File: config.mk
export PLATFORM = sky130hd
export DESIGN_NAME = qser_uart
export DESIGN_NICKNAME = d
export VERILOG_FILES = /design/src/rtl/qser_pkg.sv /design/src/rtl/qser_fifo.sv /design/src/rtl/qser_tx.sv /design/src/rtl/qser_rx.sv /design/src/rtl/qser_uart.sv
export SDC_FILE = /design/constraint.sdc
export NUM_CORES = 1
export LEC_CHECK = 0
export BUFFER_PORTS_ARGS = -buffer_cell sky130_fd_sc_hd__buf_2
export CAP_MARGIN = 20
export CORE_MARGIN = 10
export CORE_UTILIZATION = 50
export CTS_BUF_LIST = sky130_fd_sc_hd__clkbuf_4 sky130_fd_sc_hd__clkbuf_8 sky130_fd_sc_hd__clkbuf_16
export DETAILED_ROUTE_END_ITERATION = 7
export PLACE_DENSITY = 0.65
export SYNTH_ARGS = -nofsm -noshare
export SYNTH_HDL_FRONTEND = slang
export SYNTH_SLANG_ARGS = --single-unit
File: constraint.sdc
create_clock -name clk -period 5.06 [get_ports clk]
set_input_delay 0.759 -clock clk [delete_from_list [all_inputs] [get_ports clk]]
set_output_delay 0.759 -clock clk [all_outputs]
set_load 0.01 [all_outputs]
File: src/rtl/qser_pkg.sv
package qser_pkg;

  typedef struct packed {
    logic       two_stop;
    logic [1:0] parity;
    logic [2:0] len_m1;
  } frame_t;

  localparam logic [3:0] OFS_DATA  = 4'h0;
  localparam logic [3:0] OFS_STAT  = 4'h4;
  localparam logic [3:0] OFS_DIV   = 4'h8;
  localparam logic [3:0] OFS_FRAME = 4'hC;

  localparam logic [1:0] PAR_EVEN = 2'd1;
  localparam logic [1:0] PAR_ODD  = 2'd2;

  function automatic logic par_on(input logic [1:0] p);
    return (p == PAR_EVEN) || (p == PAR_ODD);
  endfunction

  // parity bit over the first len_m1+1 data bits
  function automatic logic par_bit(input logic [7:0] d, input logic [2:0] len_m1,
                                   input logic odd);
    logic p;
    p = odd;
    for (int i = 0; i < 8; i++)
      if (i <= int'(len_m1)) p = p ^ d[i];
    return p;
  endfunction

endpackage

File: src/rtl/qser_fifo.sv
module qser_fifo #(
  parameter int W     = 8,
  parameter int DEPTH = 8
) (
  input  logic                       clk,
  input  logic                       rst,
  input  logic                       push,
  input  logic [W-1:0]               din,
  input  logic                       pop,
  output logic [W-1:0]               dout,
  output logic [$clog2(DEPTH+1)-1:0] count,
  output logic                       full,
  output logic                       empty
);
  localparam int AW = (DEPTH > 1) ? $clog2(DEPTH) : 1;
  localparam int CW = $clog2(DEPTH+1);

  logic [W-1:0]  mem [DEPTH];
  logic [AW-1:0] wptr, rptr;
  logic          do_push, do_pop;

  assign full    = (count == CW'(DEPTH));
  assign empty   = (count == '0);
  assign do_push = push && !full;
  assign do_pop  = pop && !empty;
  assign dout    = mem[rptr];

  always_ff @(posedge clk)
    if (do_push) mem[wptr] <= din;

  always_ff @(posedge clk) begin
    if (rst) begin
      wptr  <= '0;
      rptr  <= '0;
      count <= '0;
    end else begin
      if (do_push) wptr <= (wptr == AW'(DEPTH-1)) ? '0 : wptr + 1'b1;
      if (do_pop)  rptr <= (rptr == AW'(DEPTH-1)) ? '0 : rptr + 1'b1;
      case ({do_push, do_pop})
        2'b10:   count <= count + 1'b1;
        2'b01:   count <= count - 1'b1;
        default: count <= count;
      endcase
    end
  end
endmodule

File: src/rtl/qser_tx.sv
module qser_tx
  import qser_pkg::*;
#(
  parameter int DIV_W = 16
) (
  input  logic             clk,
  input  logic             rst,
  input  frame_t           cfg,
  input  logic [DIV_W-1:0] div,
  input  logic             q_empty,
  input  logic [7:0]       q_data,
  output logic             q_pop,
  output logic             ser_tx
);
  typedef enum logic [2:0] {T_IDLE, T_START, T_DATA, T_PAR, T_STOP} tst_e;

  tst_e             st;
  frame_t           fcfg;
  logic [7:0]       sh;
  logic             pbit;
  logic [2:0]       idx;
  logic             second;
  logic [DIV_W+2:0] ccnt;
  logic             bit_end;

  assign q_pop   = (st == T_IDLE) && !q_empty;
  assign bit_end = (ccnt == {div, 3'b111});

  always_ff @(posedge clk) begin
    if (rst) begin
      st     <= T_IDLE;
      ser_tx <= 1'b1;
      fcfg   <= '0;
      sh     <= '0;
      pbit   <= 1'b0;
      idx    <= '0;
      second <= 1'b0;
      ccnt   <= '0;
    end else if (st == T_IDLE) begin
      if (!q_empty) begin
        sh     <= q_data;
        fcfg   <= cfg;
        pbit   <= par_bit(q_data, cfg.len_m1, cfg.parity == PAR_ODD);
        ser_tx <= 1'b0;
        ccnt   <= '0;
        st     <= T_START;
      end
    end else if (!bit_end) begin
      ccnt <= ccnt + 1'b1;
    end else begin
      ccnt <= '0;
      case (st)
        T_START: begin
          ser_tx <= sh[0];
          sh     <= sh >> 1;
          idx    <= '0;
          st     <= T_DATA;
        end
        T_DATA: begin
          if (idx == fcfg.len_m1) begin
            if (par_on(fcfg.parity)) begin
              ser_tx <= pbit;
              st     <= T_PAR;
            end else begin
              ser_tx <= 1'b1;
              second <= 1'b0;
              st     <= T_STOP;
            end
          end else begin
            ser_tx <= sh[0];
            sh     <= sh >> 1;
            idx    <= idx + 1'b1;
          end
        end
        T_PAR: begin
          ser_tx <= 1'b1;
          second <= 1'b0;
          st     <= T_STOP;
        end
        T_STOP: begin
          if (fcfg.two_stop && !second) second <= 1'b1;
          else                          st     <= T_IDLE;
        end
        default: st <= T_IDLE;
      endcase
    end
  end
endmodule

File: src/rtl/qser_rx.sv
module qser_rx
  import qser_pkg::*;
(
  input  logic       clk,
  input  logic       rst,
  input  logic       tick,
  input  logic       line_in,
  input  frame_t     cfg,
  output logic       push,
  output logic [7:0] data,
  output logic       perr,
  output logic       serr
);
  typedef enum logic [2:0] {R_IDLE, R_START, R_DATA, R_PAR, R_STOP, R_WAITH} rst_e;

  rst_e       st;
  logic       s1, s2;
  logic [2:0] tcnt;
  logic [2:0] idx;
  logic       acc;
  logic       second;
  logic       perr_r, serr_r;
  logic       ctr_full;
  logic       bad_stop;

  assign ctr_full = (tcnt == 3'd7);
  assign bad_stop = serr_r || !s2;

  always_ff @(posedge clk) begin
    if (rst) begin
      s1 <= 1'b1;
      s2 <= 1'b1;
    end else begin
      s1 <= line_in;
      s2 <= s1;
    end
  end

  always_ff @(posedge clk) begin
    if (rst) begin
      st     <= R_IDLE;
      tcnt   <= '0;
      idx    <= '0;
      acc    <= 1'b0;
      second <= 1'b0;
      perr_r <= 1'b0;
      serr_r <= 1'b0;
      push   <= 1'b0;
      data   <= '0;
      perr   <= 1'b0;
      serr   <= 1'b0;
    end else begin
      push <= 1'b0;
      case (st)
        R_IDLE:
          if (tick && !s2) begin
            tcnt <= '0;
            st   <= R_START;
          end
        R_START:
          if (tick) begin
            if (tcnt == 3'd3) begin
              tcnt <= '0;
              if (!s2) begin
                idx    <= '0;
                acc    <= 1'b0;
                data   <= '0;
                perr_r <= 1'b0;
                serr_r <= 1'b0;
                second <= 1'b0;
                st     <= R_DATA;
              end else begin
                st <= R_IDLE;
              end
            end else begin
              tcnt <= tcnt + 1'b1;
            end
          end
        R_DATA:
          if (tick) begin
            tcnt <= ctr_full ? '0 : tcnt + 1'b1;
            if (ctr_full) begin
              data[idx] <= s2;
              acc       <= acc ^ s2;
              if (idx == cfg.len_m1)
                st <= par_on(cfg.parity) ? R_PAR : R_STOP;
              else
                idx <= idx + 1'b1;
            end
          end
        R_PAR:
          if (tick) begin
            tcnt <= ctr_full ? '0 : tcnt + 1'b1;
            if (ctr_full) begin
              perr_r <= acc ^ s2 ^ (cfg.parity == PAR_ODD);
              st     <= R_STOP;
            end
          end
        R_STOP:
          if (tick) begin
            tcnt <= ctr_full ? '0 : tcnt + 1'b1;
            if (ctr_full) begin
              serr_r <= bad_stop;
              if (cfg.two_stop && !second) begin
                second <= 1'b1;
              end else begin
                push <= 1'b1;
                perr <= perr_r;
                serr <= bad_stop;
                st   <= bad_stop ? R_WAITH : R_IDLE;
              end
            end
          end
        R_WAITH:
          if (s2) st <= R_IDLE;
        default: st <= R_IDLE;
      endcase
    end
  end
endmodule

File: src/rtl/qser_uart.sv
module qser_uart
  import qser_pkg::*;
#(
  parameter int TX_DEPTH = 8,
  parameter int RX_DEPTH = 8,
  parameter int DIV_W    = 16
) (
  input  logic        clk,
  input  logic        rst,
  input  logic        bus_sel,
  input  logic        bus_wr,
  input  logic [3:0]  bus_addr,
  input  logic [31:0] bus_wdata,
  output logic [31:0] bus_rdata,
  output logic        bus_rvalid,
  output logic        ser_tx,
  input  logic        ser_rx
);
  localparam int TCW = $clog2(TX_DEPTH+1);
  localparam int RCW = $clog2(RX_DEPTH+1);

  logic [DIV_W-1:0] div_q;
  frame_t           frame_q;
  logic [DIV_W-1:0] tk_cnt;
  logic             tick;
  logic             perr_f, serr_f, ovf_f;

  logic             wr_data, rd_data, wr_stat;
  logic             tx_pop, tx_empty, tx_full;
  logic [7:0]       tx_dout;
  logic [TCW-1:0]   tx_count;
  logic             rx_push, rx_empty, rx_full, rx_pop;
  logic [7:0]       rx_byte, rx_dout;
  logic [RCW-1:0]   rx_count;
  logic             rx_perr, rx_serr;
  logic [7:0]       tx_free8, rx_cnt8;

  assign wr_data  = bus_sel && bus_wr && (bus_addr == OFS_DATA);
  assign wr_stat  = bus_sel && bus_wr && (bus_addr == OFS_STAT);
  assign rd_data  = bus_sel && !bus_wr && (bus_addr == OFS_DATA);
  assign rx_pop   = rd_data && !rx_empty;
  assign tick     = (tk_cnt >= div_q);
  assign tx_free8 = 8'(TX_DEPTH - int'(tx_count));
  assign rx_cnt8  = 8'(rx_count);

  always_ff @(posedge clk) begin
    if (rst) tk_cnt <= '0;
    else     tk_cnt <= tick ? '0 : tk_cnt + 1'b1;
  end

  always_ff @(posedge clk) begin
    if (rst) begin
      div_q   <= '0;
      frame_q <= '{two_stop: 1'b0, parity: 2'd0, len_m1: 3'd7};
    end else if (bus_sel && bus_wr) begin
      if (bus_addr == OFS_DIV) div_q <= bus_wdata[DIV_W-1:0];
      if (bus_addr == OFS_FRAME)
        frame_q <= '{two_stop: bus_wdata[16], parity: bus_wdata[9:8],
                     len_m1: bus_wdata[2:0]};
    end
  end

  // sticky flags: a new event wins over a clear in the same cycle
  always_ff @(posedge clk) begin
    if (rst) begin
      perr_f <= 1'b0;
      serr_f <= 1'b0;
      ovf_f  <= 1'b0;
    end else begin
      if (rx_push && rx_perr)              perr_f <= 1'b1;
      else if (wr_stat && bus_wdata[0])    perr_f <= 1'b0;
      if (rx_push && rx_serr)              serr_f <= 1'b1;
      else if (wr_stat && bus_wdata[1])    serr_f <= 1'b0;
      if (rx_push && rx_full)              ovf_f  <= 1'b1;
      else if (wr_stat && bus_wdata[2])    ovf_f  <= 1'b0;
    end
  end

  always_ff @(posedge clk) begin
    if (rst) begin
      bus_rdata  <= '0;
      bus_rvalid <= 1'b0;
    end else begin
      bus_rvalid <= bus_sel && !bus_wr;
      if (bus_sel && !bus_wr) begin
        case (bus_addr)
          OFS_DATA:  bus_rdata <= {15'd0, !rx_empty, 8'd0, rx_dout};
          OFS_STAT:  bus_rdata <= {rx_cnt8, tx_free8, 13'd0, ovf_f, serr_f, perr_f};
          OFS_DIV:   bus_rdata <= 32'(div_q);
          OFS_FRAME: bus_rdata <= {15'd0, frame_q.two_stop, 6'd0, frame_q.parity,
                                   5'd0, frame_q.len_m1};
          default:   bus_rdata <= '0;
        endcase
      end
    end
  end

  qser_fifo #(.W(8), .DEPTH(TX_DEPTH)) u_txq (
    .clk(clk), .rst(rst), .push(wr_data), .din(bus_wdata[7:0]),
    .pop(tx_pop), .dout(tx_dout), .count(tx_count), .full(tx_full), .empty(tx_empty)
  );

  qser_tx #(.DIV_W(DIV_W)) u_tx (
    .clk(clk), .rst(rst), .cfg(frame_q), .div(div_q), .q_empty(tx_empty),
    .q_data(tx_dout), .q_pop(tx_pop), .ser_tx(ser_tx)
  );

  qser_rx u_rx (
    .clk(clk), .rst(rst), .tick(tick), .line_in(ser_rx), .cfg(frame_q),
    .push(rx_push), .data(rx_byte), .perr(rx_perr), .serr(rx_serr)
  );

  qser_fifo #(.W(8), .DEPTH(RX_DEPTH)) u_rxq (
    .clk(clk), .rst(rst), .push(rx_push), .din(rx_byte),
    .pop(rx_pop), .dout(rx_dout), .count(rx_count), .full(rx_full), .empty(rx_empty)
  );
endmodule

==> results of run 1 <==
Yosys cell counts (2+ instances only):
cell type / n / area [µm²]
mux2_2: 2 / 22.5
buf_1: 3 / 11.3
buf_2: 3 / 15.0
clkbuf_1: 50 / 188
nor3b_1: 6 / 45.0
or4_1: 6 / 45.0
nor3_2: 2 / 20.0
o41ai_1: 2 / 17.5
edfxtp_1: 128 / 3840
o31ai_1: 7 / 52.6
nand4_1: 6 / 37.5
xnor2_1: 19 / 166
buf_4: 9 / 67.6
a31oi_1: 11 / 68.8
nand3b_1: 3 / 22.5
dfxtp_1: 161 / 3220
a22oi_1: 18 / 135
fa_1: 2 / 40.0
nor3_1: 40 / 200
a211o_1: 9 / 78.8
and2_1: 5 / 31.3
mux4_2: 32 / 721
or2_2: 4 / 25.0
nand3_1: 35 / 175
nand2b_1: 16 / 100
a31o_2: 4 / 35.0
a21o_1: 7 / 52.6
a211oi_1: 15 / 113
xor2_1: 32 / 280
nor2b_1: 10 / 62.6
o211ai_1: 6 / 45.0
and3_1: 13 / 81.3
nor4_1: 11 / 68.8
mux2i_1: 28 / 280
o311ai_0: 8 / 70.1
nor2_1: 153 / 574
inv_1: 39 / 146
a311oi_1: 5 / 43.8
o21ai_0: 37 / 185
nand2_1: 126 / 473
or3_1: 8 / 50.1
a32oi_1: 3 / 26.3
ha_1: 40 / 500
a21oi_1: 97 / 485
registers in the layout, indices dropped and copies added, names as in the netlist, 8 cells and up, named ones only:
signal     flops
u_rxq.mem     64
div_q         16
u_rx.data      8
u_tx.ccnt     19
bus_rdata     25
u_txq.mem     64
tk_cnt        16
u_tx.sh        8
cell type report:
cell class,count,area [µm²],share of cell area
clock buffers,35,836,0.0561
clock inverters,23,335,0.0225
inverters,40,150,0.0101
multi-input cells,852,5640,0.378
flip-flops and latches,289,7070,0.474
well taps,335,419,0.0281
repair buffers,76,459,0.0308
through the flow:
stage               setup WS [ps]  instances  hold WS, ps
CTS                          1510       1647          367
floorplan                    1970       1246          389
detailed placement           1470       1589          401
global placement             1510       1589          402
global route                 1070       1650          375
finish                       1470       1650          380
kinds of logic (layout without fill, tap and decap cells):
| logic type | after synthesis | count (layout) | share of synthesized area |
|---|---|---|---|
| compound gates | 245 | 245 | 0.118 |
| simple gates | 448 | 448 | 0.156 |
| other cells | 1 | 4 | 0.000286 |
| xor+xnor | 51 | 51 | 0.0341 |
| flops | 289 | 289 | 0.539 |
| buf+inv | 105 | 174 | 0.0329 |
| mux | 62 | 62 | 0.0780 |
| fa+ha+maj | 42 | 42 | 0.0412 |
how the worst max path moves through the flow:
stage | from | end | slack (ps) | depth (start not counted)
2_1_floorplan | bus_addr[3] | u_txq.count[3]$_SDFFE_PP0P_ | 1970 | 12
3_3_place_gp | bus_addr[1] | u_txq.count[3]$_SDFFE_PP0P_ | 1510 | 12
3_5_place_dp | bus_addr[1] | u_txq.count[3]$_SDFFE_PP0P_ | 1470 | 12
4_1_cts | div_q[3]$_SDFFE_PP0P_ | tk_cnt[6]$_SDFF_PP0_ | 1510 | 8
5_1_grt | div_q[3]$_SDFFE_PP0P_ | tk_cnt[12]$_SDFF_PP0_ | 1070 | 8
6_report | div_q[3]$_SDFFE_PP0P_ | tk_cnt[6]$_SDFF_PP0_ | 1470 | 8
metal layers:
layer,wire [µm],up-vias,global-route usage
met5,0,-,0
met4,817,0,0.0556
met3,1520,55,0.0250
met2,14600,250,0.301
met1,13800,4578,0.246
li1,-,4606,-
layout by cell type (no fill, tap or decap), types with 19 or more instances in the layout:
master,count
dfxtp_1,161
nor2_1,153
edfxtp_1,128
nand2_1,126
a21oi_1,97
buf_2,54
ha_1,40
inv_1,39
nor3_1,38
o21ai_0,36
nand3_1,35
xor2_1,32
mux4_2,32
clkbuf_16,32
mux2i_1,28
buf_4,20
xnor2_1,19
power by group through the flow:
stage | Sequential, mW | Combinational (mW) | Clock [mW]
after detailed placement | 2.71 | 1.19 | 0
after CTS | 2.66 | 1.20 | 2.57
final | 2.66 | 1.22 | 2.54
after global routing | 2.68 | 1.37 | 2.68
after global placement | 2.71 | 1.18 | 0
after floorplan | 2.63 | 0.978 | 0
==> results.py, run 1 <==
metrics = {
    "outcome": {
        "status": "complete, no violations",
    },
    "routing": {
        "drc": 0,
        "via_per_inst": 5.75,
        "wire_per_inst_um": 18.7,
        "routed_wl_mm": 30.8,
        "ant_nets": 0,
        "dr.pass1.iters": 7,
        "drtIter0Drc": 791,
        "vias": 9489,
    },
    "timing": {
        "setup_viol": 0,
        "tns_ps": 0,
        "period_minus_slack_ps": 3590,
        "max_freq_mhz": 279,
        "fin_skew_ps": 25.3,
        "grt_setup_unrepaired": "no",
        "drv_slew": 0,
        "post-route-period-util": 0.709,
        "relSlewSlack": 0.354,
        "worst_slew_pin_slew_ps": 965,
        "final_hold_viol_count": 0,
    },
    "grt": {
        "grt_pass1_vias": 9128,
        "overflow": 0,
        "antenna_found_initial": 0,
        "grt_usage": 0.183,
        "grt_pass1_wl_mm": 49.9,
        "grt_start_max_net_pins": 65,
    },
    "power": {
        "vdd_drop_max_uv": 320,
        "leakagePower_nw": 5.28,
        "p_int_mw": 4.58,
        "sw_frac_of_total": 0.285,
        "comb_power_share": 0.190,
        "clkPwrFrac": 0.395,
        "power_mw": 6.41,
        "p_seq_frac": 0.415,
        "p_per_area_mw_per_mm2": 430,
        "power.net_switching_mw": 1.83,
    },
    "hold_path": {
        "min_path_cells": 2,
        "hold_path.class": "in -> reg",
        "holdPathEnd": "u_rx.s1$_SDFF_PP1_",
        "hp-start": "ser_rx",
    },
    "clock_tree": {
        "cts_hold_buf": 0,
        "insertion_delay_ps": 580,
        "clk_path_buf_depth": 3,
        "clk_pin_slew_ps": 60,
        "clock-root-buffer": "clkbuf_16",
        "ctsResizeCount": 0,
        "htree_levels": 1,
        "clock_sinks": 289,
        "cts_tree": "built",
        "cts_buffers": 31,
        "cts_setup_buffers": 0,
    },
    "critical_path": {
        "crit_chain": "inv_1, ha_1, a2111oi_0, o21ai_0, a2111oi_2, o21a_1, nand2_1, nor2_1",
        "crit_required_ps": 5560,
        "critPathMaxStageDelay_ps": 740,
        "crit_path_end_kind": "flop",
        "critPathArrivalTime_ps": 4090,
        "crit_fanout": 18,
        "worstReg2RegEnd": "tk_cnt[6]$_SDFF_PP0_",
        "r2r-start": "div_q[3]$_SDFFE_PP0P_",
        "r2r_cells": 8,
        "crit_family": "compound AO/OA/AOI/OAI gates",
        "rrSetupSlack_ps": 1470,
        "critPathLaunchType": "flop",
        "cp_slowest_cell": "a2111oi_2",
        "criticalPathCategory": "reg -> reg",
        "critPathBufInv": 1,
    },
    "placed_design": {
        "dp_hpwl_mm": 21.0,
        "io_buffers": 55,
        "gp_congestion": 0.865,
        "placed_area_mm2": 0.0137,
    },
    "floorplanning": {
        "die_h_um": 182,
        "placementRows": 59,
        "core_mm2": 0.0259,
        "dieArea_mm2": 0.0331,
        "start_util": 0.506,
        "die_w_um": 182,
        "boundaryPins": 75,
    },
    "yosys": {
        "synthArstFlopShare": 0,
        "ys_seq_area_frac": 0.539,
        "yosys_warnings": 0,
        "synth-seq-cells": 289,
        "synth_edf_count": 128,
        "dominantRegCellSynth": "dfxtp_1",
        "syn-instance-count": 1243,
        "syn-cell-area_mm2": 0.0131,
        "ys_types": 66,
        "syn_area_per_cell_um2": 10.6,
    },
    "layout": {
        "final_area_mm2": 0.0149,
        "n_antenna_cell": 0,
        "syn2layout_area_growth_pct": 13.6,
        "nets": 1373,
        "fillCellCount": 2235,
        "drive_gt1_frac": 0.135,
        "final_util": 0.575,
    },
    "run": {
        "cap_violations": 0,
    },
}
Power figures use the tool's default switching activity.
==> run 2, diff against run 1 <==
Settings changed: PLACE_DENSITY 0.65 to 0.68.
Clock period 5.06 ns to 3.3 ns, I/O delays scaled along.
==> run 2 against run 1 <==
Cell count up 1.2%. Via count up 1.8%. Total power rose by 46%. Register-to-register slack got worse by 1200 ps. Largest power group unchanged.
==> results.py, run 2 (synthesized netlist as in run 1, its figures left out) <==
metrics = {
    "outcome": {
        "status": "complete, no violations",
    },
    "clock_tree": {
        "clock_sinks": 289,
        "cts_setup_buffers": 0,
        "ctsResizeCount": 0,
        "cts_tree": "built",
        "clk_pin_slew_ps": 60,
        "cts_buffers": 30,
        "clock-root-buffer": "clkbuf_16",
        "cts_hold_buf": 0,
        "clk_path_buf_depth": 3,
        "htree_levels": 1,
        "insertion_delay_ps": 580,
    },
    "run": {
        "cap_violations": 0,
    },
    "critical_path": {
        "crit_top_cell": "ha_1",
        "crit_path_end_kind": "flop",
        "r2r-start": "u_txq.count[0]$_SDFFE_PP0P_",
        "crit_fanout": 9,
        "critPathBufInv": 2,
        "critPathLaunchType": "flop",
        "worstReg2RegEnd": "u_txq.count[3]$_SDFFE_PP0P_",
        "cp_slowest_cell": "dfxtp_1",
        "crit_required_ps": 3780,
        "crit_chain": "inv_1, ha_1, nand2b_1, o21ai_0, clkinv_1, ha_1, ha_1, a21o_1, a21oi_1, xnor2_1, or3_1, a21oi_1",
        "criticalPathCategory": "reg -> reg",
        "worstSetupPathDepth": 12,
        "rrSetupSlack_ps": 320,
        "r2r_cells": 12,
        "crit_family": "adder cells",
        "critPathMaxStageDelay_ps": 360,
        "critPathArrivalTime_ps": 3460,
    },
    "layout": {
        "drive_gt1_frac": 0.149,
        "top_regs": "u_rxq.mem (64), u_txq.mem (64), bus_rdata (25)",
        "layout_common_cells": "dfxtp_1 (161), nor2_1 (153), edfxtp_1 (128)",
        "final_common_cell": "dfxtp_1",
        "nets": 1392,
        "final_util": 0.575,
        "syn2layout_area_growth_pct": 13.5,
    },
    "timing": {
        "final.setup.worst_slack_ps": 318,
        "relSlewSlack": 0.321,
        "setup_viol": 0,
        "post-route-period-util": 0.904,
        "tns_ps": 0,
        "final_hold_viol_count": 0,
        "max_freq_mhz": 335,
        "drv_slew": 0,
        "worst_slew_pin_slew_ps": 1010,
        "fin_skew_ps": 32.0,
        "period_minus_slack_ps": 2980,
        "grt_setup_unrepaired": "no",
    },
    "power": {
        "leakagePower_nw": 5.38,
        "vdd_drop_max_uv": 496,
        "power_mw": 9.37,
        "p_per_area_mw_per_mm2": 630,
    },
    "floorplanning": {
        "dieArea_mm2": 0.0331,
        "die_h_um": 182,
        "start_util": 0.506,
        "core_mm2": 0.0259,
        "boundaryPins": 75,
        "die_w_um": 182,
        "placementRows": 59,
    },
    "grt": {
        "grt_pass1_vias": 9213,
        "grt_pass1_wl_mm": 50.0,
        "grt_start_max_net_pins": 67,
        "antenna_found_initial": 1,
        "overflow": 0,
        "grt_usage": 0.183,
    },
    "placed_design": {
        "gp_congestion": 0.898,
        "dp_hpwl_mm": 21.5,
        "place_ws_ps": 402,
        "io_buffers": 55,
    },
    "routing": {
        "wire_per_inst_um": 18.6,
        "vias": 9664,
        "drc": 0,
        "dr.pass1.iters": 5,
        "routed_wl_mm": 31.1,
        "via_per_inst": 5.79,
        "ant_nets": 0,
        "drtIter0Drc": 753,
    },
    "hold_path": {
        "holdPathEnd": "u_rx.s1$_SDFF_PP1_",
        "min_path_cells": 2,
        "hold_path.class": "in -> reg",
        "hp-start": "ser_rx",
    },
}
run 2: changes by cell type in the layout (fill, tap and decap cells not counted), moves of 3 or more:
cell / before / now
clkbuf_4: 1 / 6
bufinv_16: 8 / 2
clkinv_2: 2 / 8
buf_4: 20 / 41
clkinvlp_2: 3 / 0
run 2: power by group:
| part | internal, mW | switching (mW) |
|---|---|---|
| clock network | 1.98 | 1.40 |
| registers | 3.87 | 0.182 |
| logic | 0.756 | 1.19 |
| total | 6.60 | 2.78 |
run 2: how the worst max path moves through the flow:
stage | startpoint | to | slack, ps
final | u_txq.count[0]$_SDFFE_PP0P_ | u_txq.count[3]$_SDFFE_PP0P_ | 320
after global routing | u_txq.count[0]$_SDFFE_PP0P_ | u_txq.count[3]$_SDFFE_PP0P_ | 70
after CTS | u_txq.count[0]$_SDFFE_PP0P_ | u_txq.count[3]$_SDFFE_PP0P_ | 370
after detailed placement | bus_addr[1] | u_rxq.count[3]$_SDFFE_PP0P_ | 400
after global placement | u_txq.count[0]$_SDFFE_PP0P_ | u_txq.count[3]$_SDFFE_PP0P_ | 460
after floorplan | u_tx.st[0]$_SDFFE_PP0P_ | u_txq.count[3]$_SDFFE_PP0P_ | 350
run 2: per-stage QoR:
step / cell area [µm²] / cells / hold slack, ps
after floorplan: 13100 / 1246 / 389
after CTS: 14900 / 1668 / 120
after global placement: 13900 / 1612 / 393
final: 14900 / 1669 / 139
after detailed placement: 13900 / 1612 / 393
after global routing: 14900 / 1668 / 132
run 2: final cells by class:
cell class / instances / area [µm²]
Timing Repair Buffer: 96 / 598
Tap cell: 335 / 419
Antenna cell: 1 / 2.50
Sequential cell: 289 / 7070
Clock buffer: 40 / 851
Clock inverter: 16 / 158
Inverter: 40 / 150
Fill cell: 2194 / 11000
Multi-Input combinational cell: 852 / 5640
run 2: metal layers:
metal	GRT usage	vias up	wire length, µm
met1	0.249	4660	13800
met2	0.298	294	14800
met5	0	-	0
met3	0.0266	46	1790
li1	-	4664	-
met4	0.0527	0	699
run 2: worst reg2reg max path, delay by kind of cell (launching register included):
kind,cells,cell delay [ps]
AOI/OAI and AO/OA,4,740
xor gates and xnor gates,1,90
adders and majority gates,3,830
buffers and inverters,2,410
DFF,1,360
and+or+nand+nor,2,460
